[src/rtl/gpio_irq_pkg.sv]
// Shared definitions for the banked GPIO interrupt detector.
// Assumes banks start at byte address 0x200 with a 0x40 stride.
package gpio_irq_pkg;

    // Register selected by a decoded bus address.
    typedef enum logic [2:0] {
        SEL_NONE,
        SEL_MASK_RD,
        SEL_UNMASK,
        SEL_MASKSET,
        SEL_STATUS,
        SEL_TRIG,
        SEL_POL,
        SEL_BOTH
    } reg_sel_e;

    // Word offsets inside one bank window.
    localparam logic [5:0] WORD_MASK_RD = 6'h0C;
    localparam logic [5:0] WORD_UNMASK  = 6'h10;
    localparam logic [5:0] WORD_MASKSET = 6'h14;
    localparam logic [5:0] WORD_STATUS  = 6'h18;
    localparam logic [5:0] WORD_TRIG    = 6'h1C;
    localparam logic [5:0] WORD_POL     = 6'h20;
    localparam logic [5:0] WORD_BOTH    = 6'h24;

    // Bank window index of bank 0 (0x200 >> 6).
    localparam int BANK_BASE_IDX = 8;

endpackage

[src/rtl/gpio_irq_detect.sv]
// Per-pin trigger detector for one bank.
// Compares each pin with its sample from the previous cycle and applies
// the pin's trigger mode. The history register has no reset: it simply
// tracks the pin, so no false edge is seen when reset is released.
module gpio_irq_detect #(
    parameter int WIDTH = 32
) (
    input  logic             clk,
    input  logic [WIDTH-1:0] pin,
    input  logic [WIDTH-1:0] trig,
    input  logic [WIDTH-1:0] pol,
    input  logic [WIDTH-1:0] both,
    output logic [WIDTH-1:0] hit
);

    logic [WIDTH-1:0] prev_q;
    logic [WIDTH-1:0] rise;
    logic [WIDTH-1:0] fall;
    logic [WIDTH-1:0] lvl_hit;
    logic [WIDTH-1:0] edge_hit;

    // Keep last cycle's pin sample for edge detection.
    always_ff @(posedge clk) begin
        prev_q <= pin;
    end

    // Combine the level and edge conditions per pin.
    always_comb begin
        rise     = pin & ~prev_q;
        fall     = ~pin & prev_q;
        lvl_hit  = ~(pin ^ pol);
        edge_hit = (both & (rise | fall)) |
                   (~both & ((pol & rise) | (~pol & fall)));
        hit      = (trig & edge_hit) | (~trig & lvl_hit);
    end

endmodule

[src/rtl/gpio_irq_bank.sv]
// Register set and sticky status of one GPIO bank.
// Assumes at most one write strobe is high per cycle (one bus address).
// A detection in the same cycle as a clear keeps the status bit set.
module gpio_irq_bank #(
    parameter int WIDTH = 32
) (
    input  logic             clk,
    input  logic             rst_n,
    input  logic [WIDTH-1:0] pin,
    input  logic             wr_unmask,
    input  logic             wr_maskset,
    input  logic             wr_status,
    input  logic             wr_trig,
    input  logic             wr_pol,
    input  logic             wr_both,
    input  logic [WIDTH-1:0] wdata,
    output logic [WIDTH-1:0] mask_q,
    output logic [WIDTH-1:0] stat_q,
    output logic [WIDTH-1:0] trig_q,
    output logic [WIDTH-1:0] pol_q,
    output logic [WIDTH-1:0] both_q,
    output logic [WIDTH-1:0] hit
);

    logic [WIDTH-1:0] clr_bits;

    gpio_irq_detect #(.WIDTH(WIDTH)) det_i (
        .clk  (clk),
        .pin  (pin),
        .trig (trig_q),
        .pol  (pol_q),
        .both (both_q),
        .hit  (hit)
    );

    // Bits software asks to clear this cycle.
    always_comb begin
        clr_bits = wr_status ? wdata : '0;
    end

    // Mask register with separate set and clear write ports.
    always_ff @(posedge clk) begin
        if (!rst_n) begin
            mask_q <= '1;
        end else if (wr_unmask) begin
            mask_q <= mask_q & ~wdata;
        end else if (wr_maskset) begin
            mask_q <= mask_q | wdata;
        end
    end

    // Sticky status: clear first, then a new detection wins.
    always_ff @(posedge clk) begin
        if (!rst_n) begin
            stat_q <= '0;
        end else begin
            stat_q <= (stat_q & ~clr_bits) | hit;
        end
    end

    // Trigger configuration registers.
    always_ff @(posedge clk) begin
        if (!rst_n) begin
            trig_q <= '0;
            pol_q  <= '0;
            both_q <= '0;
        end else begin
            if (wr_trig) trig_q <= wdata;
            if (wr_pol)  pol_q  <= wdata;
            if (wr_both) both_q <= wdata;
        end
    end

endmodule

[src/rtl/gpio_irq_decode.sv]
// Address decoder for the banked register windows.
// Gives the bank index and the register selected. Anything outside the
// populated banks or on an unused word decodes to SEL_NONE.
module gpio_irq_decode
    import gpio_irq_pkg::*;
#(
    parameter int NUM_BANKS = 4,
    parameter int ADDR_W    = 12
) (
    input  logic [ADDR_W-1:0] addr,
    output logic [((NUM_BANKS > 1) ? $clog2(NUM_BANKS) : 1)-1:0] bank,
    output reg_sel_e          sel
);

    localparam int HI_W  = ADDR_W - 6;
    localparam int BIDX_W = (NUM_BANKS > 1) ? $clog2(NUM_BANKS) : 1;

    logic [HI_W-1:0] hi;
    logic [HI_W-1:0] idx;
    logic [5:0]      word;
    logic            in_range;

    // Split the address into window index and word offset.
    always_comb begin
        hi       = addr[ADDR_W-1:6];
        word     = addr[5:0];
        idx      = hi - HI_W'(BANK_BASE_IDX);
        in_range = (int'(hi) >= BANK_BASE_IDX) && (int'(idx) < NUM_BANKS);
        bank     = idx[BIDX_W-1:0];
    end

    // Map the word offset onto a register.
    always_comb begin
        sel = SEL_NONE;
        if (in_range) begin
            case (word)
                WORD_MASK_RD: sel = SEL_MASK_RD;
                WORD_UNMASK:  sel = SEL_UNMASK;
                WORD_MASKSET: sel = SEL_MASKSET;
                WORD_STATUS:  sel = SEL_STATUS;
                WORD_TRIG:    sel = SEL_TRIG;
                WORD_POL:     sel = SEL_POL;
                WORD_BOTH:    sel = SEL_BOTH;
                default:      sel = SEL_NONE;
            endcase
        end
    end

endmodule

[src/rtl/gpio_irq_unit.sv]
// Banked GPIO interrupt detector: top level.
// Decodes the register port, replicates one bank per NUM_BANKS and ORs
// all unmasked status bits into one registered interrupt.
// Assumes pin_i is already synchronised and PINS_PER_BANK <= DATA_W.
module gpio_irq_unit
    import gpio_irq_pkg::*;
#(
    parameter int NUM_BANKS     = 4,
    parameter int PINS_PER_BANK = 32,
    parameter int ADDR_W        = 12,
    parameter int DATA_W        = 32
) (
    input  logic                               clk,
    input  logic                               rst_n,
    input  logic [NUM_BANKS*PINS_PER_BANK-1:0] pin_i,
    input  logic                               bus_wr,
    input  logic [ADDR_W-1:0]                  bus_addr,
    input  logic [DATA_W-1:0]                  bus_wdata,
    output logic [DATA_W-1:0]                  bus_rdata,
    output logic                               irq_o
);

    localparam int PW     = PINS_PER_BANK;
    localparam int NP     = NUM_BANKS * PINS_PER_BANK;
    localparam int BIDX_W = (NUM_BANKS > 1) ? $clog2(NUM_BANKS) : 1;

    logic [BIDX_W-1:0] dec_bank;
    reg_sel_e          dec_sel;

    logic [PW-1:0] mask_a [NUM_BANKS];
    logic [PW-1:0] stat_a [NUM_BANKS];
    logic [PW-1:0] trig_a [NUM_BANKS];
    logic [PW-1:0] pol_a  [NUM_BANKS];
    logic [PW-1:0] both_a [NUM_BANKS];

    logic [NP-1:0] stat_all;
    logic [NP-1:0] mask_all;
    logic [NP-1:0] hit_all;
    logic          pend_any;
    logic          irq_q;

    gpio_irq_decode #(.NUM_BANKS(NUM_BANKS), .ADDR_W(ADDR_W)) dec_i (
        .addr (bus_addr),
        .bank (dec_bank),
        .sel  (dec_sel)
    );

    for (genvar b = 0; b < NUM_BANKS; b++) begin : g_bank
        logic hit_bank_sel;

        // Strobe for this bank when the decoded index matches.
        assign hit_bank_sel = bus_wr && (int'(dec_bank) == b);

        gpio_irq_bank #(.WIDTH(PW)) bank_i (
            .clk        (clk),
            .rst_n      (rst_n),
            .pin        (pin_i[b*PW +: PW]),
            .wr_unmask  (hit_bank_sel && dec_sel == SEL_UNMASK),
            .wr_maskset (hit_bank_sel && dec_sel == SEL_MASKSET),
            .wr_status  (hit_bank_sel && dec_sel == SEL_STATUS),
            .wr_trig    (hit_bank_sel && dec_sel == SEL_TRIG),
            .wr_pol     (hit_bank_sel && dec_sel == SEL_POL),
            .wr_both    (hit_bank_sel && dec_sel == SEL_BOTH),
            .wdata      (bus_wdata[PW-1:0]),
            .mask_q     (mask_a[b]),
            .stat_q     (stat_a[b]),
            .trig_q     (trig_a[b]),
            .pol_q      (pol_a[b]),
            .both_q     (both_a[b]),
            .hit        (hit_all[b*PW +: PW])
        );

        assign stat_all[b*PW +: PW] = stat_a[b];
        assign mask_all[b*PW +: PW] = mask_a[b];
    end

    // Return the addressed register, zero for write-only or unused words.
    always_comb begin
        bus_rdata = '0;
        case (dec_sel)
            SEL_MASK_RD: bus_rdata = DATA_W'(mask_a[dec_bank]);
            SEL_STATUS:  bus_rdata = DATA_W'(stat_a[dec_bank]);
            SEL_TRIG:    bus_rdata = DATA_W'(trig_a[dec_bank]);
            SEL_POL:     bus_rdata = DATA_W'(pol_a[dec_bank]);
            SEL_BOTH:    bus_rdata = DATA_W'(both_a[dec_bank]);
            default:     bus_rdata = '0;
        endcase
    end

    // Any unmasked pending pin across every bank.
    always_comb begin
        pend_any = |(stat_all & ~mask_all);
    end

    // Register the combined request.
    always_ff @(posedge clk) begin
        if (!rst_n) begin
            irq_q <= 1'b0;
        end else begin
            irq_q <= pend_any;
        end
    end

    assign irq_o = irq_q;

endmodule

[config.mk]
export PLATFORM = sky130hd
export DESIGN_NAME = gpio_irq_unit
export DESIGN_NICKNAME = d
export VERILOG_FILES = /design/src/rtl/gpio_irq_pkg.sv /design/src/rtl/gpio_irq_detect.sv /design/src/rtl/gpio_irq_bank.sv /design/src/rtl/gpio_irq_decode.sv /design/src/rtl/gpio_irq_unit.sv
export SDC_FILE = /design/constraint.sdc
export NUM_CORES = 2
export LEC_CHECK = 0
export BUFFER_PORTS_ARGS = -buffer_cell sky130_fd_sc_hd__clkbuf_2
export CAP_MARGIN = 5
export CORE_MARGIN = 2
export CORE_UTILIZATION = 35
export DETAILED_ROUTE_END_ITERATION = 6
export HOLD_SLACK_MARGIN = 0.12
export MAX_ROUTING_LAYER = met4
export SYNTH_ARGS = -nofsm -noshare
export SYNTH_HDL_FRONTEND = slang
export SYNTH_HIERARCHICAL = 1
export SYNTH_SLANG_ARGS = --single-unit
[constraint.sdc]
create_clock -name clk -period 2.5 [get_ports clk]
set_input_delay 0 -clock clk [delete_from_list [all_inputs] [get_ports clk]]
set_output_delay 0 -clock clk [all_outputs]
set_load 0.01 [all_outputs]
==> run summary <==
Fin. Hold Viols = 0
fin. max-slew vios = 0
full die area = 0.126 mm2
detailed-route via count = 33086
Congestion Overflow GR = 0
Crit Path Max Fanout = 3
VDD IR-drop max = 0.000537 V
Yosys Warn Count = 6
Lkg Pwr = 20.0 nW
FMAX = 412 MHz
Cell Pwr Density = 538 mW/mm2
Antenna Nets Post-Route = 0
Comb power frac = 0.090
Slowest-stage cell, CP = mux4_2
Net Switching = 0.00701 W
Worst Reg-to-Reg Cells = 5
Syn Inst Count = 4235
Clock power frac = 0.457
sum of negative setup slack = 0 ps
I/O pin cnt = 208
Initial DRC Count = 2667
Int Pwr = 0.0211 W
Top FF cell, synth = dfxtp_1
Worst Path Arrival = 2430 ps
r2r setup slk = 270 ps
min-delay worst type = in -> reg
Starting Density = 0.353
DRC viols = 0
initial antenna violation count = 9
synthesis-to-finish area growth = 21.5%
Final nets = 5146
worst-case clock skew = 30.7 ps
Seq pwr share = 0.453
hold path endpoint = g_bank[2].bank_i/det_i/prev_q[6]$_DFF_P_
CP cell instances = mux4_2 -> a22oi_1 -> o22a_1 -> o21ai_1 -> clkbuf_2
Syn Area/Cell = 10.2 um2
# fillers = 11570
clock sinks = 769
Pre-antenna DRT Iters = 5
postcts setup bufs = 0
DR WL/cell = 21.4 um
vias in the first global route = 32025
worst slew pin tran = 681 ps
max_cap viols = 0
first-pass GRT wire length = 208000 um
largest net degree at the start of global routing = 125
Placeable Area = 0.122 mm2
number of buffers created by CTS = 84
slew margin rel. = 0.542
Via density = 5.16
Post-synth ARST share = 0
Clk pin slew, worst setup/hold paths = 60 ps
drt total wl = 137000 um
share of cells above drive strength 1 = 0.189
Worst EP required = 2500 ps
Hold Slack = 130 ps
hpwl dp = 95600 um
CTS H-tree lvls = 3
worst skew pair latency = 670 ps
Worst R2R End = irq_o$_SDFF_PN0_
Total GRT Usage = 0.221
Crit Path Class = reg -> out
CP endpoint kind = output port
overall power = 0.0281 W
RePlAce Congestion = 0.907
type of origin of the critical path = flop
Sw Share = 0.249
DIE WIDTH = 355 um
PortBufs = 207
RSZ-0062 raised after global routing = no
Syn Nets = 4667
Seq/Total Area, Yosys = 0.358
root buffer cell = clkbuf_16
CTS tree = built
Tcrit/Tclk final = 0.971
Synth Cell Area = 0.0430 mm2
synth unique cells = 39
final setup violation count = 0
Seq cells post-synth = 769
worst hold path depth = 2
Die H = 355 um
Critical Path Max Stage Delay = 490 ps
row cnt = 128
Max Root-Sink Buffers = 3
Final min period = 2430 ps
status = finished clean
Hold Startpoint = pin_i[70]
EDFF count, synth = 0
[what timing repair did]
item,in CTS,in global routing
resized for setup,0,1
setup endpoints to repair,0,2
hold buffers,288,0
hold endpoints to repair,769,0
[placed cells by master (no fill, tap or decap), drive strengths merged, types with 9 or more instances in the layout]
cell type	n
and2	128
mux4	160
clkbuf	331
xor2	129
a22oi	31
o21ai	415
inv	456
o2111ai	20
a21oi	129
clkinv	18
ha	257
nor2	22
dfxtp	769
diode	9
nor2b	386
dlygate4sd3	288
o22ai	24
buf	119
a31oi	128
o22a	31
o211ai	128
nand2b	62
nor3	9
nand2	164
mux2i	417
mux2	128
[worst max path at each step]
stage,slack [ps],to,from
after floorplan,130,g_bank[3].bank_i/pol_q[10]$_SDFFE_PN0P_,bus_addr[9]
after global placement,40,g_bank[1].bank_i/pol_q[24]$_SDFFE_PN0P_,bus_addr[9]
after detailed placement,20,g_bank[1].bank_i/trig_q[20]$_SDFFE_PN0P_,bus_addr[9]
after CTS,70,bus_rdata[15],bus_addr[9]
after global routing,0.9,bus_rdata[15],bus_addr[9]
final,70,bus_rdata[17],flop
[worst max-delay path, delay by kind of cell, from the launching register on]
kind	cells	cell delay, ps
compound gates	3	720
buf+inv	1	170
flops	1	370
mux	1	490
[metrics by stage]
stage / utilization / setup WS [ps] / cell area [um2] / instances
after detailed placement: 0.382 / 17.9 / 46500 / 5965
after CTS: 0.429 / 74.5 / 52200 / 6408
after global routing: 0.429 / 0.935 / 52300 / 6416
final: 0.429 / 71.3 / 52300 / 6417
after global placement: 0.382 / 44.3 / 46500 / 5965
after floorplan: - / 126 / 43000 / 4235
[synth_stat cells, types with 2 or more instances]
library cell	n	area, um2
dfxtp_1	769	15400
inv_1	454	1700
mux2i_1	417	4170
nor2b_1	386	2410
ha_1	257	3220
o21ai_0	256	1280
nand2_1	164	616
mux4_2	160	3600
o21ai_1	159	796
a21oi_1	129	646
xor2_1	129	1130
a31oi_1	128	801
and2_1	128	801
mux2_4	128	1920
o211ai_2	128	1600
buf_2	85	425
nand2b_1	62	388
clkbuf_1	57	214
buf_6	42	473
buf_4	32	240
a22oi_1	31	233
o22a_1	31	272
o22ai_1	24	150
nor2_1	22	82.6
o2111ai_1	20	175
nor3_1	8	40.0
nor4_1	8	50.1
nand3b_1	5	37.5
nand4_1	3	18.8
buf_1	2	7.51
nand3_1	2	10.0
xnor2_1	2	17.5
[per-layer routing]
metal,global-route usage,vias up,part of all wire
met5,-,-,0
met4,0.0652,0,0.027
met3,0.0240,197,0.051
met2,0.356,973,0.47
met1,0.293,16155,0.45
li1,-,15761,-
[power by group through the flow]
stage | Combinational, W | Clock [W] | Sequential [W]
after floorplan | 0.00129 | 0 | 0.0129
after global placement | 0.00208 | 0 | 0.0130
after detailed placement | 0.00214 | 0 | 0.0130
after CTS | 0.00254 | 0.0131 | 0.0127
after global routing | 0.00278 | 0.0136 | 0.0127
final | 0.00253 | 0.0129 | 0.0127
[logic make-up (layout without fill, tap and decap cells)]
family,after synthesis,in the layout,share of synthesized area
compound gates,908,908,0.139
xor+xnor,131,131,0.0267
fa+ha+maj,257,257,0.0748
buf+inv,672,1220,0.0712
flops,769,769,0.358
mux,705,705,0.226
other cells,0,9,0
simple gates,793,793,0.105
[cell type report]
type,instances,area [um2],area share
Tap cell,1625,2030,0.0389
Antenna cell,9,22.5,0.000431
Clock buffer,127,2470,0.0473
Sequential cell,769,15400,0.295
Clock inverter,28,357,0.00682
Multi-Input combinational cell,2794,24700,0.473
Timing Repair Buffer,611,5580,0.107
Inverter,454,1700,0.0326
(Power assumes the default switching activity.)
